--- src/rtl/spirx_pkg.sv ---
package spirx_pkg;
  localparam int unsigned ADDR_W = 2;

  typedef enum logic [ADDR_W-1:0] {
    A_CTRL = 2'd0,
    A_STAT = 2'd1,
    A_DATA = 2'd2,
    A_NONE = 2'd3
  } reg_addr_e;

  // control bit positions
  localparam int unsigned CB_EN     = 0;
  localparam int unsigned CB_MST    = 1;
  localparam int unsigned CB_RXIE   = 2;
  localparam int unsigned CB_ERRIE  = 3;
  localparam int unsigned CB_MFEN   = 4;
  localparam int unsigned CTRL_BITS = 5;

  // status bit positions
  localparam int unsigned SB_FULL = 0;
  localparam int unsigned SB_OVF  = 1;
  localparam int unsigned SB_MF   = 2;

  function automatic logic err_request(input logic errie, input logic ovf, input logic mf);
    return errie & (ovf | mf);
  endfunction

  function automatic logic mf_condition(input logic mst, input logic mfen, input logic ss_n);
    return mst & mfen & ~ss_n;
  endfunction
endpackage

--- src/rtl/spirx_shift.sv ---
module spirx_shift #(
  parameter int unsigned DATA_W = 8
) (
  input  logic              clk,
  input  logic              rst_n,
  input  logic              run,
  input  logic              sclk,
  input  logic              sdin,
  output logic              first_cap,
  output logic              last_cap,
  output logic [DATA_W-1:0] byte_asm
);
  localparam int unsigned CNT_W = (DATA_W > 1) ? $clog2(DATA_W) : 1;
  localparam logic [CNT_W-1:0] LAST = CNT_W'(DATA_W - 1);

  function automatic logic [DATA_W-1:0] shift_in(input logic [DATA_W-1:0] sr, input logic b);
    return {sr[DATA_W-2:0], b};
  endfunction

  logic              sclk_q;
  logic [CNT_W-1:0]  cnt;
  logic [DATA_W-1:0] sr;
  logic              rise;

  assign rise      = run & sclk & ~sclk_q;
  assign first_cap = rise & (cnt == '0);
  assign last_cap  = rise & (cnt == LAST);
  assign byte_asm  = shift_in(sr, sdin);

  always_ff @(posedge clk or negedge rst_n) begin
    if (!rst_n) begin
      sclk_q <= 1'b0;
      cnt    <= '0;
      sr     <= '0;
    end else begin
      sclk_q <= sclk;
      if (!run) begin
        cnt <= '0;
      end else if (rise) begin
        sr  <= byte_asm;
        cnt <= (cnt == LAST) ? '0 : cnt + 1'b1;
      end
    end
  end
endmodule

--- src/rtl/spirx_flags.sv ---
module spirx_flags #(
  parameter int unsigned DATA_W = 8
) (
  input  logic              clk,
  input  logic              rst_n,
  input  logic              first_cap,
  input  logic              last_cap,
  input  logic [DATA_W-1:0] byte_asm,
  input  logic              stat_rd,
  input  logic              data_rd,
  input  logic              ctrl_wr,
  input  logic              mf_set,
  output logic              rx_full,
  output logic              ovf,
  output logic              mf,
  output logic              mf_clr,
  output logic              load_evt,
  output logic [DATA_W-1:0] rx_data
);
  logic drop_q, drop_now;
  logic arm_full, arm_ovf, arm_mf;
  logic full_clr, ovf_clr, ovf_set;

  assign drop_now = first_cap ? rx_full : drop_q;
  assign load_evt = last_cap & ~drop_now;
  assign ovf_set  = first_cap & rx_full;
  assign full_clr = data_rd & arm_full;
  assign ovf_clr  = data_rd & arm_ovf;
  assign mf_clr   = ctrl_wr & arm_mf;

  always_ff @(posedge clk or negedge rst_n) begin
    if (!rst_n) begin
      drop_q   <= 1'b0;
      arm_full <= 1'b0;
      arm_ovf  <= 1'b0;
      arm_mf   <= 1'b0;
      rx_full  <= 1'b0;
      ovf      <= 1'b0;
      mf       <= 1'b0;
      rx_data  <= '0;
    end else begin
      if (first_cap) drop_q <= rx_full;

      if (stat_rd) begin
        arm_full <= rx_full;
        arm_ovf  <= ovf;
        arm_mf   <= mf;
      end else begin
        if (data_rd) begin
          arm_full <= 1'b0;
          arm_ovf  <= 1'b0;
        end
        if (ctrl_wr) arm_mf <= 1'b0;
      end

      if (load_evt) begin
        rx_data <= byte_asm;
        rx_full <= 1'b1;
      end else if (full_clr) begin
        rx_full <= 1'b0;
      end

      if (ovf_set)      ovf <= 1'b1;
      else if (ovf_clr) ovf <= 1'b0;

      if (mf_set)      mf <= 1'b1;
      else if (mf_clr) mf <= 1'b0;
    end
  end
endmodule

--- src/rtl/spirx_err_top.sv ---
module spirx_err_top
  import spirx_pkg::*;
#(
  parameter int unsigned DATA_W = 8
) (
  input  logic              clk,
  input  logic              rst_n,
  input  logic              sclk,
  input  logic              sdin,
  input  logic              ss_n,
  input  logic [1:0]        reg_addr,
  input  logic              reg_wr,
  input  logic              reg_rd,
  input  logic [DATA_W-1:0] reg_wdata,
  output logic [DATA_W-1:0] reg_rdata,
  output logic              irq_rx,
  output logic              irq_err
);
  logic en, mst, rxie, errie, mfen;
  logic run, first_cap, last_cap, load_evt;
  logic stat_rd, data_rd, ctrl_wr;
  logic mf_set, mf_clr, rx_full, ovf, mf;
  logic [DATA_W-1:0] byte_asm, rx_data;
  logic wdata_unused;

  assign wdata_unused = ^reg_wdata[DATA_W-1:CTRL_BITS];

  assign stat_rd = reg_rd & (reg_addr == A_STAT);
  assign data_rd = reg_rd & (reg_addr == A_DATA);
  assign ctrl_wr = reg_wr & (reg_addr == A_CTRL);
  assign mf_set  = mf_condition(mst, mfen, ss_n);
  assign run     = en & (mst | ~ss_n) & ~mf;

  spirx_shift #(.DATA_W(DATA_W)) shift_i (
    .clk, .rst_n, .run, .sclk, .sdin,
    .first_cap, .last_cap, .byte_asm
  );

  spirx_flags #(.DATA_W(DATA_W)) flags_i (
    .clk, .rst_n, .first_cap, .last_cap, .byte_asm,
    .stat_rd, .data_rd, .ctrl_wr, .mf_set,
    .rx_full, .ovf, .mf, .mf_clr, .load_evt, .rx_data
  );

  always_ff @(posedge clk or negedge rst_n) begin
    if (!rst_n) begin
      en    <= 1'b0;
      mst   <= 1'b0;
      rxie  <= 1'b0;
      errie <= 1'b0;
      mfen  <= 1'b0;
    end else begin
      if (ctrl_wr) begin
        rxie  <= reg_wdata[CB_RXIE];
        errie <= reg_wdata[CB_ERRIE];
        mfen  <= reg_wdata[CB_MFEN];
        en    <= reg_wdata[CB_EN]  & ~(mf & ~mf_clr);
        mst   <= reg_wdata[CB_MST] & ~(mf & ~mf_clr);
      end
      if (mf_set) begin
        en  <= 1'b0;
        mst <= 1'b0;
      end
    end
  end

  always_comb begin
    reg_rdata = '0;
    case (reg_addr)
      A_CTRL: begin
        reg_rdata[CB_EN]    = en;
        reg_rdata[CB_MST]   = mst;
        reg_rdata[CB_RXIE]  = rxie;
        reg_rdata[CB_ERRIE] = errie;
        reg_rdata[CB_MFEN]  = mfen;
      end
      A_STAT: begin
        reg_rdata[SB_FULL] = rx_full;
        reg_rdata[SB_OVF]  = ovf;
        reg_rdata[SB_MF]   = mf;
      end
      A_DATA:  reg_rdata = rx_data;
      default: reg_rdata = '0;
    endcase
  end

  assign irq_rx  = rxie & rx_full;
  assign irq_err = err_request(errie, ovf, mf);
endmodule

--- config.mk ---
export PLATFORM = sky130hd
export DESIGN_NAME = spirx_err_top
export DESIGN_NICKNAME = d
export VERILOG_FILES = /design/src/rtl/spirx_pkg.sv /design/src/rtl/spirx_shift.sv /design/src/rtl/spirx_flags.sv /design/src/rtl/spirx_err_top.sv
export SDC_FILE = /design/constraint.sdc
export NUM_CORES = 1
export LEC_CHECK = 0
export BUFFER_PORTS_ARGS = -buffer_cell sky130_fd_sc_hd__buf_4
export CAP_MARGIN = 20
export CORE_UTILIZATION = 38
export CTS_BUF_LIST = sky130_fd_sc_hd__clkbuf_2 sky130_fd_sc_hd__clkbuf_4 sky130_fd_sc_hd__clkbuf_8
export DETAILED_ROUTE_END_ITERATION = 10
export GPL_ROUTABILITY_DRIVEN = 0
export MAX_ROUTING_LAYER = met4
export PLACE_DENSITY = 0.63
export SYNTH_ARGS = -nofsm -noshare
export SYNTH_HDL_FRONTEND = slang
export SYNTH_SLANG_ARGS = --single-unit
--- constraint.sdc ---
create_clock -name clk -period 1.7 [get_ports clk]
set_input_delay 0.255 -clock clk [delete_from_list [all_inputs] [get_ports clk]]
set_output_delay 0.255 -clock clk [all_outputs]
set_load 0.02 [all_outputs]
==> flow_summary.ini <==
[outcome]
status = complete, but fails checks
violations = setup timing

[cts]
cts.path.max_buffers = 2
numCtsBuffers = 5
clkSinkCount = 31
cts.clk_slew.worst_paths_ns = 0.07
cts_root_buffer = clkbuf_8
h-tree-depth = 2
cts_tree = built
insertion_delay_ns = 0.28

[pwr]
p_leak_nw = 0.964
power_density_mw_per_mm2 = 964
p_total_mw = 1.85
ir_drop_mv = 0.675

[critical_path]
rrSetupSlack_ns = -0.004
end_kind = register
required_ns = 1.87
arrival_ns = 1.87
critPathMaxFanout = 5
cp-start-kind = register
worstSetupPathType = register to register

[sta]
setup_slack_ns = -0.00357
period_minus_slack_ns = 1.70
worstMarginPinSlew_ns = 0.582
rsz0062_at_grt = true
fmax_mhz = 587
final_max_slew_viol_count = 0
max-slew-margin-rel = 0.607
finalSetupViolations = 2
finalHoldViolCount = 0
finalSetupTns_ns = -0.00647
min_period_over_period = 1.00
skew_ns = 0.00837

[layout]
areaGrowthSynthToFinish_pct = 27.1
largest-register = flags_i.rx_data
drive_gt1_frac = 0.392
top_regs = flags_i.rx_data (8), shift_i.sr (7), shift_i.cnt (3)
nNetsFinal = 185
utilization = 0.512
largest_register_ffs = 8
fill_cells = 347
diodes = 0

[global_route]
grt_max_degree = 32
grt_antenna_before_repair = 0
grt_pass1_wl_mm = 5.15
grt_usage = 0.169
overflow = 0
grt_pass1_vias = 1076

[logic_synthesis]
syn-num-nets = 149
yosys-top-cells-area = dfrtp_1 51%, mux2_4 8.0%, mux2_2 6.7%, mux2i_1 4.6%, nand2_1 4.2%
synth_ff_type = dfrtp_1
syn_area_sq_mm = 0.00151
syn_avg_cell_area_sq_um = 11.7
synth_cell_type_count = 28
ys_ff_latch = 31
postSynth.asyncResetShare = 1.00
ys_seq_area_frac = 0.514
postSynthCellCount = 129
yosysTopAreaCell = dfrtp_1
synth-edff-count = 0
synth_common_cells = 31 x dfrtp_1, 17 x nand2_1, 9 x mux2_2
synth.most_common_cell = dfrtp_1
yosysWarnings = 0
netlist.area_leader.share = 0.514

[placed_design]
io_buffers = 23
hpwlAfterDp_mm = 2.11

[floorplan]
ios = 27
die_w_um = 65.0
dieArea_sq_mm = 0.00423
core_sq_mm = 0.00374
rows = 22
dieHeight_um = 65.0
initial_core_util = 0.403

[drt]
met1_length_mm = 1.38
drc = 0
wl_per_cell_um = 14.2
drtIter0Drc = 88
dr.max_layer_used = met4
ant_nets = 0
route.met2.wl_mm = 1.49
via_per_inst = 4.98
routed-wl-met3_um = 142
first_pass_iters = 4
totalWireLength_mm = 3.05
vias = 1066

[run]
drv_cap = 0

[min_path]
hold_path.class = input port to register
[layout make-up]
class                      instances  area [sq um]  share of cell area
clock buffer                       7          96.3              0.0502
clock inverter                     1          7.51             0.00391
multi-input combinational         91           717               0.374
tap                               48          60.1              0.0313
sequential                        31           776               0.404
timing repair buffer              33           250               0.130
inverter                           3          11.3             0.00587
[worst max-delay path, cell delays in order (launching register included)]
cell and delay (ns):
dfrtp_1 0.39, inv_2 0.07, ha_4 0.12, nor2b_4 0.15, mux2i_2 0.26, and3_4 0.29
mux2_4 0.31
[repair_timing]
item / 4_1_cts / 5_1_grt
hold endpoints to repair: 31 / 0
setup buffers: 5 / 0
pin swaps: 2 / 2
endpoints found under the setup margin: 8 / 8
hold buffers: 1 / 0
gates resized for setup: 7 / 0
gates cloned: 1 / 0
[cells by family after synthesis]
| group | Yosys count | synth area share |
|---|---|---|
| compound gates | 18 | 0.0763 |
| fa+ha+maj | 3 | 0.0249 |
| buf+inv | 8 | 0.0323 |
| flops | 31 | 0.514 |
| mux | 24 | 0.193 |
| simple gates | 45 | 0.159 |
[through the flow]
stage	setup slack, ns	std cells	hold slack, ns	area [sq um]
2_1_floorplan	0.0416	129	-0.0406	1510
3_3_place_gp	0.0220	199	0.209	1730
3_5_place_dp	-0.0694	199	0.214	1730
4_1_cts	-0.0223	214	0.0749	1920
5_1_grt	-0.0865	214	0.0791	1920
6_report	-0.00357	214	0.0819	1920
[cells in the final DEF (no fill, tap or decap), types with 2 or more instances in the layout]
cell       n
nand2b_1   2
a21oi_1    4
nor2b_1    6
mux2_2     9
nand3_1    4
ha_1       2
nor2_1     6
buf_4     32
a22oi_1    2
mux2i_1    6
clkbuf_8   7
and2_1     5
dfrtp_1   31
and3_4     2
o21ai_0    6
a21o_1     2
inv_2      2
a22o_1     2
mux2_4     8
nand2_1   17
[final timing paths]
check / startpoint / end / depth (start not counted)
max: shift_i.cnt[1]$_DFFE_PN0P_ / flags_i.rx_data[3]$_DFFE_PN0P_ / 6
min: sclk / shift_i.sclk_q$_DFF_PN0_ / 1
max reg2reg: shift_i.cnt[1]$_DFFE_PN0P_ / flags_i.rx_data[3]$_DFFE_PN0P_ / 6
min reg2reg: mfen$_DFFE_PN0N_ / mfen$_DFFE_PN0N_ / 2
max in group asynchronous: rst_n / flags_i.ovf$_DFFE_PN0P_ / 2
min in group asynchronous: rst_n / mfen$_DFFE_PN0N_ / 2
[power by group]
group / switching (mW) / internal [mW]
logic: 0.151 / 0.165
clock network: 0.286 / 0.368
registers: 0.0632 / 0.815
[per-layer routing]
layer  vias to the layer above  global-route usage
li1                        521                   -
met1                       522               0.209
met2                        19               0.271
met3                         4              0.0475
met4                         0              0.0489
met5                         -                   -
Note: power is estimated with default switching activity, not from simulation.
